<file path="config.mk">
export PLATFORM = sky130hd
export DESIGN_NAME = rtc_upd_irq
export DESIGN_NICKNAME = d
export VERILOG_FILES = /design/src/rtl/rtcupd_pkg.sv /design/src/rtl/rtcupd_seq.sv /design/src/rtl/rtcupd_alarm.sv /design/src/rtl/rtcupd_flags.sv /design/src/rtl/rtc_upd_irq.sv
export SDC_FILE = /design/constraint.sdc
export NUM_CORES = 1
export LEC_CHECK = 0
export CAP_MARGIN = 20
export CORE_ASPECT_RATIO = 1.2
export CORE_MARGIN = 2
export CORE_UTILIZATION = 36
export DETAILED_ROUTE_END_ITERATION = 10
export PLACE_DENSITY = 0.87
export RECOVER_POWER = 100
export SYNTH_ARGS = -nofsm -noshare
export SYNTH_HDL_FRONTEND = slang
export SYNTH_SLANG_ARGS = --single-unit
</file>
<file path="constraint.sdc">
create_clock -name clk -period 1.57 [get_ports clk]
set_input_delay 0.314 -clock clk [delete_from_list [all_inputs] [get_ports clk]]
set_output_delay 0.314 -clock clk [all_outputs]
set_load 0.005 [all_outputs]
</file>
<file path="src/rtl/rtcupd_pkg.sv">
package rtcupd_pkg;
    typedef enum logic [1:0] {
        ST_IDLE,
        ST_WAIT,
        ST_COMMIT,
        ST_DONE
    } upd_state_e;

    localparam int NUM_FLAGS = 3;
    localparam int FL_UF = 0;
    localparam int FL_AF = 1;
    localparam int FL_PF = 2;
    localparam int NUM_FIELDS = 3;
endpackage

</file>
<file path="src/rtl/rtcupd_seq.sv">
module rtcupd_seq
    import rtcupd_pkg::*;
#(
    parameter int UIP_US = 2228
) (
    input  logic clk,
    input  logic rst_n,
    input  logic sec_tick,
    input  logic us_tick,
    input  logic set_q,
    input  logic set_rise,
    output logic uip,
    output logic commit,
    output logic done
);
    localparam int CW = $clog2(UIP_US + 1);
    localparam logic [CW-1:0] LAST = CW'(UIP_US - 1);

    upd_state_e state_q, state_d;
    logic [CW-1:0] cnt_q;

    always_comb begin
        state_d = state_q;
        unique case (state_q)
            ST_IDLE:   if (sec_tick && !set_q && !set_rise) state_d = ST_WAIT;
            ST_WAIT: begin
                if (set_rise) state_d = ST_IDLE;
                else if (us_tick && cnt_q == LAST) state_d = ST_COMMIT;
            end
            ST_COMMIT: state_d = ST_DONE;
            ST_DONE:   state_d = ST_IDLE;
            default:   state_d = ST_IDLE;
        endcase
    end

    always_ff @(posedge clk) begin
        if (!rst_n) state_q <= ST_IDLE;
        else        state_q <= state_d;
    end

    always_ff @(posedge clk) begin
        if (!rst_n)                         cnt_q <= '0;
        else if (state_q != ST_WAIT)        cnt_q <= '0;
        else if (us_tick && cnt_q != LAST)  cnt_q <= cnt_q + 1'b1;
    end

    always_comb begin
        uip    = 1'b0;
        commit = 1'b0;
        done   = 1'b0;
        unique case (state_q)
            ST_IDLE:   ;
            ST_WAIT:   uip = 1'b1;
            ST_COMMIT: begin uip = 1'b1; commit = 1'b1; end
            ST_DONE:   done = 1'b1;
            default:   ;
        endcase
    end


    uip_start_chk: assert property (@(posedge clk) disable iff (!rst_n)
        (state_q == ST_IDLE && sec_tick && !set_q && !set_rise) |=> uip);

    set_abort_chk: assert property (@(posedge clk) disable iff (!rst_n)
        (set_rise && state_q == ST_WAIT) |=> !uip);

    commit_end_chk: assert property (@(posedge clk) disable iff (!rst_n)
        commit |=> (!uip && !commit && done));

    cnt_bound_chk: assert property (@(posedge clk) disable iff (!rst_n)
        cnt_q <= LAST);
endmodule

</file>
<file path="src/rtl/rtcupd_alarm.sv">
module rtcupd_alarm
    import rtcupd_pkg::*;
#(
    parameter int FW = 8
) (
    input  logic [NUM_FIELDS-1:0][FW-1:0] now_v,
    input  logic [NUM_FIELDS-1:0][FW-1:0] alm_v,
    output logic                          match
);
    logic [NUM_FIELDS-1:0] hit;

    for (genvar i = 0; i < NUM_FIELDS; i++) begin : g_field
        assign hit[i] = (alm_v[i] == now_v[i]) || (&alm_v[i][FW-1:FW-2]);
    end

    assign match = &hit;
endmodule

</file>
<file path="src/rtl/rtcupd_flags.sv">
module rtcupd_flags
    import rtcupd_pkg::*;
(
    input  logic                 clk,
    input  logic                 rst_n,
    input  logic                 per_evt,
    input  logic                 alm_evt,
    input  logic                 upd_evt,
    input  logic                 rd_stat,
    input  logic                 pie,
    input  logic                 aie,
    input  logic                 uie,
    output logic [NUM_FLAGS:0]   stat,
    output logic                 irq_n
);
    logic [NUM_FLAGS-1:0] flags_q, evt, ena;
    logic irqf;

    always_comb begin
        evt        = '0;
        evt[FL_PF] = per_evt;
        evt[FL_AF] = alm_evt;
        evt[FL_UF] = upd_evt;
        ena        = '0;
        ena[FL_PF] = pie;
        ena[FL_AF] = aie;
        ena[FL_UF] = uie;
    end

    always_ff @(posedge clk) begin
        if (!rst_n)       flags_q <= '0;
        else if (rd_stat) flags_q <= evt;
        else              flags_q <= flags_q | evt;
    end

    assign irqf  = |(flags_q & ena);
    assign stat  = {irqf, flags_q};
    assign irq_n = !irqf;


    rd_clear_chk: assert property (@(posedge clk) disable iff (!rst_n)
        (rd_stat && evt == '0) |=> (flags_q == '0));

    evt_hold_chk: assert property (@(posedge clk) disable iff (!rst_n)
        (upd_evt || alm_evt || per_evt) |=> (flags_q != '0));

    sticky_chk: assert property (@(posedge clk) disable iff (!rst_n)
        (!rd_stat && flags_q[FL_UF]) |=> flags_q[FL_UF]);
endmodule

</file>
<file path="src/rtl/rtc_upd_irq.sv">
module rtc_upd_irq
    import rtcupd_pkg::*;
#(
    parameter int UIP_US = 2228,
    parameter int FW     = 8
) (
    input  logic          clk,
    input  logic          rst_n,
    input  logic          sec_tick,
    input  logic          us_tick,
    input  logic          per_evt,
    input  logic          ctl_wr,
    input  logic          ctl_set,
    input  logic          ctl_pie,
    input  logic          ctl_aie,
    input  logic          ctl_uie,
    input  logic          rd_stat,
    input  logic [FW-1:0] tm_sec,
    input  logic [FW-1:0] tm_min,
    input  logic [FW-1:0] tm_hr,
    input  logic [FW-1:0] al_sec,
    input  logic [FW-1:0] al_min,
    input  logic [FW-1:0] al_hr,
    output logic          uip,
    output logic          upd_commit,
    output logic [3:0]    stat_flags,
    output logic          irq_n
);
    logic set_q, pie_q, aie_q, uie_q;
    logic set_rise, done, match;
    logic [NUM_FIELDS-1:0][FW-1:0] now_v, alm_v;

    assign set_rise = ctl_wr && ctl_set && !set_q;

    always_ff @(posedge clk) begin
        if (!rst_n) begin
            set_q <= 1'b0;
            pie_q <= 1'b0;
            aie_q <= 1'b0;
            uie_q <= 1'b0;
        end else if (ctl_wr) begin
            set_q <= ctl_set;
            pie_q <= ctl_pie;
            aie_q <= ctl_aie;
            uie_q <= set_rise ? 1'b0 : ctl_uie;
        end
    end

    assign now_v = {tm_hr, tm_min, tm_sec};
    assign alm_v = {al_hr, al_min, al_sec};

    rtcupd_seq #(.UIP_US(UIP_US)) i_seq (
        .clk      (clk),
        .rst_n    (rst_n),
        .sec_tick (sec_tick),
        .us_tick  (us_tick),
        .set_q    (set_q),
        .set_rise (set_rise),
        .uip      (uip),
        .commit   (upd_commit),
        .done     (done)
    );

    rtcupd_alarm #(.FW(FW)) i_alarm (
        .now_v (now_v),
        .alm_v (alm_v),
        .match (match)
    );

    rtcupd_flags i_flags (
        .clk     (clk),
        .rst_n   (rst_n),
        .per_evt (per_evt),
        .alm_evt (done && match),
        .upd_evt (done),
        .rd_stat (rd_stat),
        .pie     (pie_q),
        .aie     (aie_q),
        .uie     (uie_q),
        .stat    (stat_flags),
        .irq_n   (irq_n)
    );


    uie_clear_chk: assert property (@(posedge clk) disable iff (!rst_n)
        set_rise |=> !uie_q);

    uf_after_uip_chk: assert property (@(posedge clk) disable iff (!rst_n)
        (upd_commit && !rd_stat) |=> ##1 stat_flags[0]);

    set_hold_chk: assert property (@(posedge clk) disable iff (!rst_n)
        (set_q && !uip) |=> !uip);
endmodule

</file>
==> run metrics, run 1 <==
Async SR Flop Fraction 0; CP Max Fanout 4; fmax 0.638 GHz; Slowest cell on crit path or4b_4; Worst setup SP type flip-flop; final weighted congestion in routability-driven placement 0.788; final instance area between 0.002 and 0.0025 mm^2; Mapped Cells ~150; highest-count cells in the layout ignoring fill and taps 59 x clkdlybuf4s50_1, 24 x xor2_1, 20 x dfxtp_1; max-cap viol count 0; post-synthesis cell area 0.00129 mm^2; post-DP HPWL about 2600 um; DRC 10; Starting Density 0.380; Via density 4.84; WP depth 5; Post-synth EDFFs 0; Reg2Reg Depth 5; Largest stage delay, worst path 0.54 ns; first-pass GRT wire length ~4800 um; # rows 23; worst setup margin 0.00164 ns; Die Footprint 0.00408 mm^2; Die W roughly 59 um; clock sink total 21; vias in the first global route 1,210; DRT iter0 DRCs between 40 and 50; routed len/inst 12.0 um; Final Core Density 0.622; Netlist cell types 35; flop2flop setup slack about 0.0016 ns; pin slew with the least headroom to its limit a little under 0.4 ns; Tightest Hold Check Type reg -> reg; largest net degree at the start of global routing 13; Core ar. between 0.003 and 0.004 mm^2; Leak Pwr 0.820 nW; Max IR drop VDD between 0.8 and 0.9 mV; failing checks design-rule violations; Hold Crit Depth 2; WS Path Type reg -> reg; Root Driver clkbuf_8; Buf/Inv on CP 0; yosys warns 0; dpl cell area 0.00207 mm^2; min Tclk post-route 1.57 ns; max_slew headroom 0.742; Synth Register Bits 21; Via Count 1,259; Reg clk slew, reported paths 0.07 ns; drt first pass iters 7; Syn Area/Cell 8.90 um^2; Port Buf Inserts 65; CP Data Required Time 1.71 ns; most used flip-flop cell after synthesis dfxtp_1; Critical Path, Cell by Cell or4b_4 -> nor4_4 -> nand2b_4 -> mux2i_1 -> nor2_1; layout cells sized above 1 0.0987; CTS H-tree depth 1; final WL 3110 um; TritonCTS clock tree done; gr ovfl total 0; pre-CTS WS -0.132 ns; commonest non-fill, non-tap cell in the layout clkdlybuf4s50_1; CP Data Arrival Time 1.71 ns; Clock Skew 0.00574 ns; power density over cell area between 600 and 700 mW/mm^2; final slew viol count 0; die span in y 69.6 um; worst setup path end i_seq.cnt_q[1]; RSZ-0062 raised after global routing yes; Final ANT Viol Nets 0; Num CTS Buffers 3; post-synthesis sequential area ratio 0.326; setup TNS 0 ns; status complete, but fails checks; Reg2Reg Capture Point i_seq.cnt_q[1]; ANT cells 0; Final Hold Viols 0; syn nets 210; hold buffer count at cts 0; Final setup viols 0; clk buf depth 2; period utilisation layout 0.999; nets 289; Overall Global Routing Usage 0.147; Ports 66; area grow syn2layout 63.7%; Setup crit start i_seq.cnt_q[3]; Worst-Skew Late Latency 0.26 ns; initial antenna violation count 0; worst r2r src i_seq.cnt_q[3]; Largest delay share family, worst path simple AND/OR/NAND/NOR gates; CP Capture Type flip-flop; Hold WS 0.525 ns
==> worst min path at each step <==
stage | to | startpoint
3_3_place_gp | i_seq.cnt_q[2] | i_seq.cnt_q[2]
3_5_place_dp | i_seq.cnt_q[1] | i_seq.cnt_q[1]
5_1_grt | i_seq.cnt_q[7] | i_seq.cnt_q[7]
2_1_floorplan | i_flags.flags_q[1] | rd_stat
4_1_cts | i_seq.cnt_q[2] | i_seq.cnt_q[2]
6_report | i_seq.cnt_q[1] | i_seq.cnt_q[1]
==> stage by stage <==
| stage | total power, mW | cells |
|---|---|---|
| final | 1.30 | 260 |
| after CTS | 1.33 | 260 |
| after floorplan | 0.744 | 145 |
| after global routing | 1.38 | 260 |
| after detailed placement | 0.980 | 255 |
| after global placement | 0.975 | 255 |
==> registers in the layout, summed over array words and instances (netlist names), named ones only <==
name             flops
i_seq.state_q        1
i_flags.flags_q      3
pie_q                1
i_seq.cnt_q         12
set_q                1
aie_q                1
uie_q                1
==> cell families after synthesis <==
kind of cell | Yosys count | synth area share
buffers and inverters | 10 | 0.0320
adder cells (fa/ha/maj) | 6 | 0.0582
XOR/XNOR | 34 | 0.231
AND/OR/NAND/NOR | 54 | 0.232
multiplexers | 4 | 0.0310
flip-flops | 21 | 0.326
AO/OA/AOI/OAI | 16 | 0.0902
==> metal layers <==
metal	part of all wire	global-route usage
met1	0.40	0.161
met2	0.48	0.268
met3	0.13	0.0541
met4	0	0.0202
met5	0	0
==> layout make-up <==
cell class | count | area [um^2]
Clock buffer | 3 | 41.3
Clock inverter | 1 | 5.00
Fill cell | 277 | 1280
Inverter | 5 | 18.8
Multi-Input combinational cell | 114 | 848
Sequential cell | 21 | 422
Tap cell | 37 | 46.3
Timing Repair Buffer | 79 | 731
==> cell usage after synthesis, drive strengths merged, types with 2 or more instances <==
library cell / n / area [um^2]
ha: 6 / 75.1
dfxtp: 21 / 420
nor2: 12 / 45.0
nor4: 5 / 37.5
nor2b: 6 / 37.5
o21a: 3 / 22.5
a22oi: 2 / 15.0
xnor2: 10 / 87.6
clkbuf: 4 / 15.0
mux2i: 4 / 40.0
nand2: 10 / 37.5
xor2: 24 / 210
nand3: 4 / 20.0
and2: 3 / 18.8
and3: 3 / 20.0
and4: 2 / 17.5
inv: 5 / 18.8
nand2b: 3 / 21.3
nand4: 3 / 18.8
o21ai: 4 / 20.0
==> what timing repair did <==
item                       4_1_cts  5_1_grt
setup buffers                    1        0
pin swaps                        1        4
resized for setup               10        6
setup endpoints to repair        7        7
==> power breakdown <==
part | switching, mW | total, mW | internal [mW]
logic | 0.148 | 0.386 | 0.238
registers | 0.0111 | 0.564 | 0.553
clock network | 0.176 | 0.352 | 0.177
total | 0.335 | 1.30 | 0.967
==> worst reg2reg max path: stages, from the launching register on <==
cell and delay [ns]:
dfxtp_2 0.32, or4b_4 0.54, nor4_4 0.17, nand2b_4 0.20
mux2i_1 0.18, nor2_1 0.05
No activity file was read; power rests on OpenSTA's default activity.
==> run 2, diff against run 1 <==
--- a/config.mk
+++ b/config.mk
@@ -15,3 +15,4 @@
 export SYNTH_ARGS = -nofsm -noshare
 export SYNTH_HDL_FRONTEND = slang
 export SYNTH_SLANG_ARGS = --single-unit
+export TNS_END_PERCENT = 5
==> run 2 against run 1 <==
- the run ends with design-rule violations, negative setup slack left
- die area unchanged
- final area shrank 0.24%
- worst hold slack lost 0.0048 ns
- via count about the same
- count of clock-buffer cells in the layout unchanged
- non-clock buffer count is 1 lower
- register-to-register slack got worse by 0.02 ns
- total power barely moved
- maximum frequency down 1.1%
- critical endpoint is now i_seq.state_q[0]
- critical path type unchanged
==> run metrics, run 2 (synthesized netlist as in run 1, its figures left out) <==
status complete, but fails checks; failing checks design-rule violations, negative setup slack; period utilisation layout 1.01 (+0.0112); final slew viol count 0 (unchanged); CTS H-tree depth 1 (unchanged); commonest non-fill, non-tap cell in the layout clkdlybuf4s50_1; Starting Density 0.380 (unchanged); pin slew with the least headroom to its limit 0.393 ns (+0.00642 ns); Final Core Density 0.620 (-0.00147); vias in the first global route 1,211 (+0.083%); gr ovfl total 0 (unchanged); final WL 3140 um (+0.80%); Final ANT Viol Nets 0 (unchanged); highest-count cells in the layout ignoring fill and taps 59 x clkdlybuf4s50_1, 24 x xor2_1, 20 x dfxtp_1; power density over cell area 618 mW/mm^2 (+0.23%); max-cap viol count 0 (unchanged); layout cells sized above 1 0.0901 (-0.00856); # rows 23 (unchanged); min Tclk post-route 1.59 ns (+0.0175 ns); Critical Path, Cell by Cell or4b_4 -> nor4_4 -> nand2_1 -> a21bo_1 -> mux2i_1; Clock Skew 0.00524 ns (-0.000506 ns); largest net degree at the start of global routing 13 (unchanged); post-DP HPWL 2600 um (unchanged); RSZ-0062 raised after global routing yes; Root Driver clkbuf_8; Num CTS Buffers 3 (unchanged); clock sink total 21 (unchanged); Reg clk slew, reported paths 0.08 ns (about the same); drt first pass iters 8 (+1); initial antenna violation count 0 (unchanged); Final Hold Viols 0 (unchanged); Worst setup SP type flip-flop; CP Data Required Time 1.72 ns (about the same); Register Area 422 um^2 (unchanged); Slowest cell on crit path or4b_4; Die Footprint 0.00408 mm^2 (unchanged); CP Data Arrival Time 1.74 ns (+0.03 ns); worst setup margin -0.0159 ns (-0.0175 ns); Layout fillers 279 (+0.72%); Via Count 1,258 (-0.079%); Worst-Skew Late Latency 0.26 ns (about the same); DRC 10 (unchanged); flop2flop setup slack -0.02 ns (-0.02 ns); biggest registers after layout i_seq.cnt_q x12, i_flags.flags_q x3; CP Capture Type flip-flop; Largest delay share family, worst path simple AND/OR/NAND/NOR gates; Largest stage delay, worst path 0.55 ns (about the same); cell count after placement 255 (unchanged); Largest Register i_seq.cnt_q; final weighted congestion in routability-driven placement 0.788 (unchanged); max_slew headroom 0.737 (-0.00429); Buf/Inv on CP 0 (unchanged); routed len/inst 12.1 um (+1.2%); Core ar. 0.00340 mm^2 (unchanged); CP Max Fanout 2 (-2); DRT iter0 DRCs 44 (+2.3%); hold buffer count at cts 0 (unchanged); fmax 0.631 GHz (-1.1%); nets 288 (-0.35%); Ports 66 (unchanged); TritonCTS clock tree done; Tightest Hold Check Type reg -> reg; Final setup viols 2 (+2); Max IR drop VDD 0.865 mV (+0.27%); Die W 58.6 um (unchanged); Post-CTS Setup Inserts 0 (-1); area grow syn2layout 63.3%; Overall Global Routing Usage 0.148 (+0.00150); Via density 4.86 (+0.31%); die span in y 69.6 um (unchanged); clk buf depth 2 (unchanged); ANT cells 0 (unchanged); Non-Filler Instances 259 (-0.38%); Leak Pwr 0.819 nW (-0.12%); WS Path Type reg -> reg; first-pass GRT wire length 4850 um (+1.0%); Multi-input gate area 846 um^2 (-0.30%); max FFs per register 12 (unchanged); Port Buf Inserts 65 (unchanged)
-- run 2: power breakdown --
group	switching [mW]	total [mW]	internal, mW	leakage, nW
Clock	0.176	0.353	0.177	0.0255
Sequential	0.0110	0.564	0.553	0.171
Combinational	0.148	0.385	0.237	0.623
Total	0.335	1.30	0.967	0.819
-- run 2: routing by layer --
layer  GRT usage  part of all wire
met4      0.0202                 0
met3      0.0560              0.13
met2       0.272              0.48
met1       0.161              0.40
met5           0                 0
-- run 2: tightest hold or removal path: stages, from the launching register on --
cell     delay [ns]
dfxtp_1        0.34
mux2i_1        0.07
nor2_1         0.07
-- run 2: through the flow --
stage	hold slack [ns]	total power, mW	TNS [ns]	setup slack (ns)	area, um^2
finish	0.520	1.30	-0.0208	-0.0159	2110
global route	0.559	1.38	-0.300	-0.0964	2110
CTS	0.523	1.33	-0.0659	-0.0381	2120
detailed placement	0.509	0.980	-0.451	-0.132	2070
global placement	0.498	0.975	-0.252	-0.104	2070
floorplan	0.410	0.744	0	0.0310	1290
-- run 2: worst paths after layout --
path | start | to | depth (start not counted)
max | i_seq.cnt_q[8] | i_seq.state_q[0] | 5
min | i_seq.cnt_q[1] | i_seq.cnt_q[1] | 2
max reg2reg | i_seq.cnt_q[8] | i_seq.state_q[0] | 5
min reg2reg | i_seq.cnt_q[1] | i_seq.cnt_q[1] | 2
-- run 2: repair_timing --
item,in CTS,in global routing
endpoints found under the hold margin,0,0
resized for setup,8,5
setup endpoints to repair,7,7
pin swaps,2,2
-- run 2: layout make-up --
type                            instances  area share
Clock buffer                            3      0.0196
Inverter                                5     0.00891
Sequential cell                        21       0.200
Multi-Input combinational cell        114       0.401
Tap cell                               37      0.0220
Timing Repair Buffer                   78       0.346
Clock inverter                          1     0.00238
==> run 3, diff against run 2 <==
--- a/config.mk
+++ b/config.mk
@@ -8,11 +8,12 @@
 export CAP_MARGIN = 20
 export CORE_ASPECT_RATIO = 1.2
 export CORE_MARGIN = 2
-export CORE_UTILIZATION = 36
+export CORE_UTILIZATION = 43
 export DETAILED_ROUTE_END_ITERATION = 10
-export PLACE_DENSITY = 0.87
+export PLACE_DENSITY = 0.95
 export RECOVER_POWER = 100
 export SYNTH_ARGS = -nofsm -noshare
 export SYNTH_HDL_FRONTEND = slang
+export SYNTH_HIERARCHICAL = 1
 export SYNTH_SLANG_ARGS = --single-unit
-export TNS_END_PERCENT = 5
+export TNS_END_PERCENT = 50
==> constraint.sdc (replaced) <==
create_clock -name clk -period 2 [get_ports clk]
set_input_delay 0.4 -clock clk [delete_from_list [all_inputs] [get_ports clk]]
set_output_delay 0.4 -clock clk [all_outputs]
set_load 0.005 [all_outputs]
==> run 3 against run 2 <==
- the run now ends clean
- critical path depth down 2
- clock skew fell by 0.0016 ns
- total power decreased by 27%
- wire length rose by 3.0%
- via count grew 5.0%
- die area decreased by 13%
- worst hold slack lost 0.023 ns
- clock power decreased by 43%
- area after synthesis up 2.8%
- count of clock-buffer cells in the layout increased by 1
- final area down 3.6%
- first-iteration DRC count grew 4.5%
- critical path type is now reg -> out
==> run metrics, run 3 <==
most used flip-flop cell after synthesis dfxtp_1; min-delay src uie_q; pin slew with the least headroom to its limit 0.420 ns (+0.0268 ns); yosys warns 6 (+6); Via Count 1,321 (+5.0%); Async SR Flop Fraction 0 (unchanged); DRC 0 (-10); final slew viol count 0 (unchanged); Clock Skew 0.00368 ns (-0.00156 ns); power density over cell area 466 mW/mm^2 (-25%); fmax 0.532 GHz; Slowest cell on crit path clkdlybuf4s50_1; Sequential Power Share 0.484 (+0.051); sw frac 0.269 (+0.0112); period utilisation layout 0.939; initial antenna violation count 0 (unchanged); worst setup margin 0.121 ns (+0.137 ns); biggest registers after layout i_seq/cnt_q x12, i_flags/flags_q x3; routed len/inst 12.9 um (+6.3%); Post-CTS Setup Inserts 0 (unchanged); Via density 5.26 (+8.4%); CP Capture Type output port; layout cells sized above 1 0.0372 (-0.0529); Hold Crit Depth 2 (unchanged); Largest stage delay, worst path 0.52 ns (-0.03 ns); status complete, no violations; nets 281 (-2.4%); first-pass GRT wire length 5350 um (+10%); Hold Path End uie_q; Final Hold Viols 0 (unchanged); vias in the first global route 1,334 (+10%); Port Buf Inserts 65 (unchanged); Critical Path, Cell by Cell inv_1 -> ha_1 -> clkdlybuf4s50_1; max FFs per register 12 (unchanged); worst r2r src i_seq/cnt_q[3]; DRT iter0 DRCs 46 (+4.5%); Final ANT Viol Nets 0 (unchanged); # rows 22 (-4.3%); Root Driver clkbuf_4; RSZ-0062 raised after global routing no; Die W 54.7 um (-6.7%); WS Path Type reg -> out; switching pwr 0.255 mW (-24%); Largest delay share family, worst path buffers and inverters; count leader, synth xor2_1; Leak Pwr 0.803 nW (-2.0%); TritonCTS clock tree done; hold buffer count at cts 0 (unchanged); ANT cells 0 (unchanged); Syn Area/Cell 9.15 um^2 (+2.8%); area grow syn2layout 53.1%; flop2flop setup slack 0.15 ns (+0.17 ns); Netlist cell types 38 (+8.6%); largest net degree at the start of global routing 13 (unchanged); post-DP HPWL 2740 um (+5.6%); Post-synth top cells 30 x xor2_1, 21 x dfxtp_1, 11 x nor2_1; Core ar. 0.00300 mm^2 (-12%); post-synthesis sequential area ratio 0.317 (-0.00892); post-synthesis cell area 0.00133 mm^2 (+2.8%); Starting Density 0.442 (+0.0622); max-cap viol count 0 (unchanged); Mapped Cells 145 (unchanged); max_slew headroom 0.716 (-0.0208); Final setup viols 0 (-2); Buf/Inv on CP 2 (+2); CP Data Arrival Time 1.48 ns (-0.26 ns); commonest non-fill, non-tap cell in the layout clkdlybuf4s50_1; Synth Register Bits 21 (unchanged); Tightest Hold Check Type reg -> reg; Die Footprint 0.00355 mm^2 (-13%); Max IR drop VDD 0.246 mV (-72%); CP Data Required Time 1.60 ns (-0.12 ns); Clock power frac 0.212 (-0.059); Int Pwr 0.692 mW (-28%); drt first pass iters 4 (-4); leading area contributor after synthesis dfxtp_1; Largest Register i_seq/cnt_q; Yosys top cell area share 0.317 (-0.00892); Worst-Skew Late Latency 0.30 ns (+0.04 ns); clock sink total 21 (unchanged); Num CTS Buffers 3 (unchanged); combinational power share 0.304 (+0.008); CP Max Fanout 6 (+4); highest-count cells in the layout ignoring fill and taps 57 x clkdlybuf4s50_1, 30 x xor2_1, 19 x dfxtp_1; final WL 3230 um (+3.0%); min Tclk post-route 1.88 ns; Reg clk slew, reported paths 0.11 ns (+0.03 ns); Ports 66 (unchanged); die span in y 64.8 um (-6.8%); clk buf depth 2 (unchanged); Worst setup SP type flip-flop; Post-synth EDFFs 0 (unchanged); Reg2Reg Depth 4 (-1); setup TNS 0 ns (+0.0208 ns); pre-CTS WS 0.102 ns (+0.234 ns); gr ovfl total 0 (unchanged); top cells by area, synth dfxtp_1 32%, xor2_1 20%, ha_1 5.7%; Overall Global Routing Usage 0.202 (+0.0540); CTS H-tree depth 1 (unchanged); syn nets 210 (unchanged); final weighted congestion in routability-driven placement 0.736 (-6.6%)
-- run 3: worst min-delay path: stages, from the launching register on --
cell and delay [ns]:
dfxtp_1 0.34, nand2_1 0.05, a21boi_0 0.07
-- run 3: stage by stage --
step           std cells  hold slack (ns)  utilization  power, mW  cell area (um^2)
5_1_grt              251            0.519        0.677       1.00              2030
3_3_place_gp         247            0.470        0.676      0.750              2030
3_5_place_dp         247            0.479        0.676      0.759              2030
6_report             251            0.497        0.677      0.947              2030
4_1_cts              251            0.497        0.686      0.962              2060
2_1_floorplan        145            0.448            -      0.583              1330
-- run 3: worst max path at each step --
| stage | start | end | slack (ns) | depth (start not counted) |
|---|---|---|---|---|
| 2_1_floorplan | i_seq/cnt_q[10] | i_seq/cnt_q[2] | 0.49 | 4 |
| 3_3_place_gp | al_hr[6] | i_flags/flags_q[1] | 0.16 | 7 |
| 3_5_place_dp | tm_hr[7] | i_flags/flags_q[1] | 0.10 | 7 |
| 4_1_cts | i_seq/state_q[0] | uip | 0.01 | 3 |
| 5_1_grt | i_seq/state_q[0] | upd_commit | 0.03 | 3 |
| 6_report | i_seq/state_q[0] | upd_commit | 0.12 | 3 |
-- run 3: layer usage --
metal,share of wire,global-route usage
met5,0,0
met4,0.016,0.0906
met3,0.057,0.0461
met2,0.57,0.372
met1,0.35,0.202
-- run 3: area by class of cell --
cell class,instances,area [um^2]
Fill cell,228,970
Multi-Input combinational cell,114,835
Timing Repair Buffer,69,673
Sequential cell,21,425
Tap cell,36,45.0
Clock buffer,4,26.3
Inverter,7,26.3
-- run 3: repair_timing --
item / in CTS / in global routing
resized for setup: 3 / 4
hold endpoints to repair: 0 / 0
endpoints found under the setup margin: 2 / 2
pin swaps: 1 / 1
-- run 3: logic make-up after synthesis --
logic type | after synthesis | share of synthesized area
buffers and inverters | 10 | 0.0368
and+or+nand+nor | 51 | 0.231
DFF | 21 | 0.317
AOI/OAI and AO/OA | 19 | 0.103
xor gates and xnor gates | 33 | 0.218
adders and majority gates | 6 | 0.0566
muxes | 5 | 0.0377
-- run 3: power by group through the flow --
| stage | Combinational (mW) | Sequential, mW | Clock (mW) |
|---|---|---|---|
| final | 0.287 | 0.459 | 0.201 |
| after global routing | 0.315 | 0.460 | 0.228 |
| after CTS | 0.297 | 0.455 | 0.210 |
| after detailed placement | 0.296 | 0.463 | 0 |
| after global placement | 0.288 | 0.462 | 0 |
| after floorplan | 0.124 | 0.458 | 0 |
